[src/rtl/msplit_pkg.sv]
package msplit_pkg;
   localparam int LOG2_MAX = 2;
   localparam int REM_W    = LOG2_MAX + 1;

   typedef logic [1:0]       code_t;
   typedef logic [REM_W-1:0] rem_t;

   localparam code_t SZ_BYTE = 2'b01;
   localparam code_t SZ_WORD = 2'b10;
   localparam code_t SZ_LONG = 2'b00;

   function automatic logic [1:0] code_log2(input code_t c);
      case (c)
         SZ_BYTE: return 2'd0;
         SZ_WORD: return 2'd1;
         default: return 2'd2;
      endcase
   endfunction

   function automatic code_t log2_code(input logic [1:0] l);
      case (l)
         2'd0:    return SZ_BYTE;
         2'd1:    return SZ_WORD;
         default: return SZ_LONG;
      endcase
   endfunction
endpackage

[src/rtl/msplit_pick.sv]
module msplit_pick
   import msplit_pkg::*;
(
   input  logic [LOG2_MAX-1:0] addr_lo,
   input  rem_t                remain,
   input  logic [1:0]          port_l2,
   output logic [1:0]          pick_l2
);
   localparam int NCAND = LOG2_MAX + 1;
   typedef logic [LOG2_MAX-1:0] lo_t;

   logic [NCAND-1:0] fits;

   for (genvar k = 0; k < NCAND; k++) begin : g_cand
      localparam rem_t SZ   = rem_t'(1 << k);
      localparam lo_t  MASK = lo_t'((1 << k) - 1);
      assign fits[k] = (port_l2 >= 2'(k)) && (remain >= SZ) && ((addr_lo & MASK) == '0);
   end

   always_comb begin
      pick_l2 = 2'd0;
      for (int k = 0; k < NCAND; k++) begin
         if (fits[k]) pick_l2 = 2'(k);
      end
   end
endmodule

[src/rtl/msplit_track.sv]
module msplit_track
   import msplit_pkg::*;
#(
   parameter int ADDR_W = 32
) (
   input  logic              clk,
   input  logic              rst_n,
   input  logic              req_valid,
   input  logic [ADDR_W-1:0] req_addr,
   input  code_t             req_size,
   input  code_t             port_width,
   input  logic              xfer_ready,
   input  logic [1:0]        pick_l2,
   output logic              busy,
   output logic [ADDR_W-1:0] cur_addr,
   output rem_t              remain,
   output logic [1:0]        port_l2,
   output logic              last
);
   rem_t piece_bytes;

   assign piece_bytes = rem_t'(1) << pick_l2;
   assign last        = (piece_bytes == remain);

   always_ff @(posedge clk or negedge rst_n) begin
      if (!rst_n) begin
         busy     <= 1'b0;
         cur_addr <= '0;
         remain   <= '0;
         port_l2  <= 2'd2;
      end else if (!busy) begin
         if (req_valid) begin
            busy     <= 1'b1;
            cur_addr <= req_addr;
            remain   <= rem_t'(1) << code_log2(req_size);
            port_l2  <= code_log2(port_width);
         end
      end else if (xfer_ready) begin
         if (last) begin
            busy <= 1'b0;
         end else begin
            cur_addr <= cur_addr + ADDR_W'(piece_bytes);
            remain   <= remain - piece_bytes;
         end
      end
   end
endmodule

[src/rtl/misalign_splitter.sv]
module misalign_splitter
   import msplit_pkg::*;
#(
   parameter int ADDR_W = 32
) (
   input  logic              clk,
   input  logic              rst_n,
   input  logic              req_valid,
   output logic              req_ready,
   input  logic [ADDR_W-1:0] req_addr,
   input  logic [1:0]        req_size,
   input  logic [1:0]        port_width,
   output logic              xfer_valid,
   input  logic              xfer_ready,
   output logic [ADDR_W-1:0] xfer_addr,
   output logic [1:0]        xfer_size,
   output logic              xfer_last
);
   if (ADDR_W < LOG2_MAX + 1) begin : g_bad_width
      $error("misalign_splitter: ADDR_W too small");
   end

   logic              busy;
   logic [ADDR_W-1:0] cur_addr;
   rem_t              remain;
   logic [1:0]        port_l2;
   logic [1:0]        pick_l2;
   logic              last;

   msplit_track #(.ADDR_W(ADDR_W)) u_track (
      .clk        (clk),
      .rst_n      (rst_n),
      .req_valid  (req_valid),
      .req_addr   (req_addr),
      .req_size   (req_size),
      .port_width (port_width),
      .xfer_ready (xfer_ready),
      .pick_l2    (pick_l2),
      .busy       (busy),
      .cur_addr   (cur_addr),
      .remain     (remain),
      .port_l2    (port_l2),
      .last       (last)
   );

   msplit_pick u_pick (
      .addr_lo (cur_addr[LOG2_MAX-1:0]),
      .remain  (remain),
      .port_l2 (port_l2),
      .pick_l2 (pick_l2)
   );

   assign req_ready  = !busy;
   assign xfer_valid = busy;
   assign xfer_addr  = cur_addr;
   assign xfer_size  = log2_code(pick_l2);
   assign xfer_last  = busy && last;
endmodule

[config.mk]
export PLATFORM = sky130hd
export DESIGN_NAME = misalign_splitter
export DESIGN_NICKNAME = d
export VERILOG_FILES = /design/src/rtl/msplit_pkg.sv /design/src/rtl/msplit_pick.sv /design/src/rtl/msplit_track.sv /design/src/rtl/misalign_splitter.sv
export SDC_FILE = /design/constraint.sdc
export NUM_CORES = 1
export LEC_CHECK = 0
export ABC_AREA = 1
export BUFFER_PORTS_ARGS = -buffer_cell sky130_fd_sc_hd__buf_4
export CAP_MARGIN = 15
export CORE_MARGIN = 2
export CORE_UTILIZATION = 58
export CTS_CLUSTER_SIZE = 10
export DETAILED_ROUTE_END_ITERATION = 10
export GPL_TIMING_DRIVEN = 1
export PLACE_DENSITY = 0.86
export SKIP_CTS_REPAIR_TIMING = 1
export SLEW_MARGIN = 20
export SYNTH_ARGS = -nofsm -noshare
export SYNTH_HDL_FRONTEND = slang
export SYNTH_SLANG_ARGS = --single-unit
[constraint.sdc]
create_clock -name clk -period 5.2 [get_ports clk]
set_clock_uncertainty 0.2 [all_clocks]
set_input_delay 0.52 -clock clk [delete_from_list [all_inputs] [get_ports clk]]
set_output_delay 0.52 -clock clk [all_outputs]
set_load 0.05 [all_outputs]
==> qor.txt <==
status = finished with violations
failing checks = negative hold slack
commonest non-fill, non-tap cell in the layout = nand2_1
Final Non-Filler Cells = 629
Fin Hold WS = -0.0214 ns
row count = 26
period utilization = 61.6%
PD cells = 758 mW/mm^2
setup TNS = 0 ns
Clock Path Buffers = 2
Required @ worst endpoint = 4.48 ns
fmax = 312 MHz
share of cells above drive strength 1 = 17.7%
Max-cap violations = 0
Post-Syn Instances = 489
Die ar. = 0.00575 mm^2
Startpoint Class = flip-flop
critical path arrival = 2.48 ns
met3 Use GR = 6.08%
max-slew violation count = 0
Seq/Total Area, Yosys = 31.8%
worst-skew pair later-pin latency = 0.30 ns
number of clock sinks = 38
flops & latches, synth = 38
Die Wd = 75.8 um
layer with the highest usage = met2
DRC Markers = 0
Inserted Diodes = 0
Wirelength per Cell = 13.9 um
final number of setup-violating endpoints = 0
Setup crit end kind = primary output
Hold Crit Class = in2async
Reg2Reg Setup Slack = 2.04 ns
synth unique cells = 32
initial core utilization = 59.3%
number of buffers created by CTS = 5
Slew @ Worst Pin = 1.04 ns
Ys Warns = 0
GR Overflow Total = 0
global placement routability congestion = 0.923
IO buf count = 76
first-pass GRT wire length = 14000 um
FF-to-FF Start = u_track.port_l2[1]
vias per std cell = 5.38
CTS tree = done
Lkg Pwr = 1.90 nW
Syn Nets = 537
Worst Reg-to-Reg Cells = 13
CP max FO = 4
GRT Total Usage = 32.0%
DP Wirelength = 6460 um
DRT Pass-1 Iters = 5
Ports = 77
Peak VDD IR = 0.894 mV
Placed Instances = 621
WL final = 8740 um
commonest cells after routing, fill and taps aside = nand2_1, nor2_1, buf_4
Area Growth Syn to Fin = 23.0%
largest net degree at the start of global routing = 61
RSZ-0062 raised after global routing = no
slew margin rel. = 30.4%
fin nets = 606
count of final hold-check violations = 19
CP Class = reg2out
number of DRC markers in iteration 0 = 240
final worst path period need = 3.20 ns
Syn Area/Cell = 6.12 um^2
M2 GR Usage = 51.3%
met1 Use GR = 43.1%
core area = 0.00504 mm^2
Vias = 3384
Post-Syn Area = 0.00299 mm^2
initial antenna violation count = 0
final core utilization = 73.0%
r2r endpoint = u_track.cur_addr[9]
Root Buffer = clkbuf_8
ANT nets after route = 0
Die Height = 75.8 um
clk slew on worst S/H paths = 0.08 ns
vias in the first global route = 3084
H-tree depth = 2
[cell usage after synthesis, drive strengths merged]
cell / number / area share, %
o211ai: 4 / 1.0
nand2: 181 / 23
o22ai: 1 / 0.21
ha: 7 / 2.9
nor3: 1 / 0.17
buf: 10 / 2.1
o21ai: 25 / 4.2
xor2: 1 / 0.29
nand3: 30 / 5.4
xnor2: 3 / 0.88
inv: 45 / 5.6
dfstp: 1 / 0.88
fa: 1 / 0.67
o21bai: 2 / 0.50
nand3b: 10 / 2.5
clkbuf: 4 / 0.50
a31oi: 1 / 0.21
or2: 2 / 0.42
dfrtp: 37 / 31
nand4: 4 / 0.84
a21oi: 21 / 3.6
nor2: 97 / 12
a21boi: 1 / 0.63
[critical path, cell delays in order (launching register included)]
cell and delay (ns):
dfstp_2 0.53, inv_1 0.05, a21oi_1 0.13, o21ai_0 0.18, nor2_1 0.30, inv_1 0.09, ha_1 0.29, inv_1 0.05
nor2_2 0.19, nand2_2 0.09, inv_1 0.08, buf_4 0.19
[metal layers]
layer  vias to the layer above  part of all wire [%]
met2                       146                    46
li1                       1676                     -
met3                        18                   7.5
met1                      1544                    44
met5                         -                     0
met4                         0                   2.1
[per-stage QoR]
step / area, um^2 / setup WS [ns] / total power, mW
global placement: 3570 / 2.23 / 2.46
global route: 3680 / 1.73 / 3.01
floorplan: 2990 / 0.988 / 2.06
CTS: 3680 / 1.98 / 2.78
detailed placement: 3570 / 2.03 / 2.52
finish: 3680 / 2.00 / 2.79
[cell families after synthesis]
group / after synthesis / synth area share (%)
XOR/XNOR: 4 / 1.17
adder cells (fa/ha/maj): 8 / 3.60
flip-flops: 38 / 31.8
AND/OR/NAND/NOR: 325 / 44.8
buffers and inverters: 59 / 8.28
AO/OA/AOI/OAI: 55 / 10.4
[power breakdown]
part / leakage [nW] / switching (mW) / internal (mW)
clock network: 0.0524 / 0.111 / 0.144
logic: 1.39 / 1.24 / 0.581
registers: 0.461 / 0.266 / 0.451
total: 1.90 / 1.61 / 1.18
[worst max-delay path by stage]
stage,slack [ns],start,endpoint,depth (start not counted)
2_1_floorplan,0.99,u_track.cur_addr[0],xfer_last,9
3_3_place_gp,2.23,u_track.port_l2[1],u_track.cur_addr[14],13
3_5_place_dp,2.03,u_track.port_l2[1],u_track.cur_addr[9],13
4_1_cts,1.98,u_track.port_l2[1],xfer_last,11
5_1_grt,1.73,u_track.port_l2[1],u_track.cur_addr[11],13
6_report,2.00,u_track.port_l2[1],xfer_last,11
[state kept, by name, summed over array words and instances, names as in the netlist]
register,cells
u_track.remain,3
u_track.port_l2,2
u_track.busy,1
u_track.cur_addr,32
[area by class of cell]
type,count,area [um^2]
Clock buffer,7,76.3
Clock inverter,1,30.0
Fill cell,449,1360
Inverter,45,169
Multi-Input combinational cell,392,1790
Sequential cell,38,953
Tap cell,70,87.6
Timing Repair Buffer,76,571
Power figures use the tool's default switching activity.
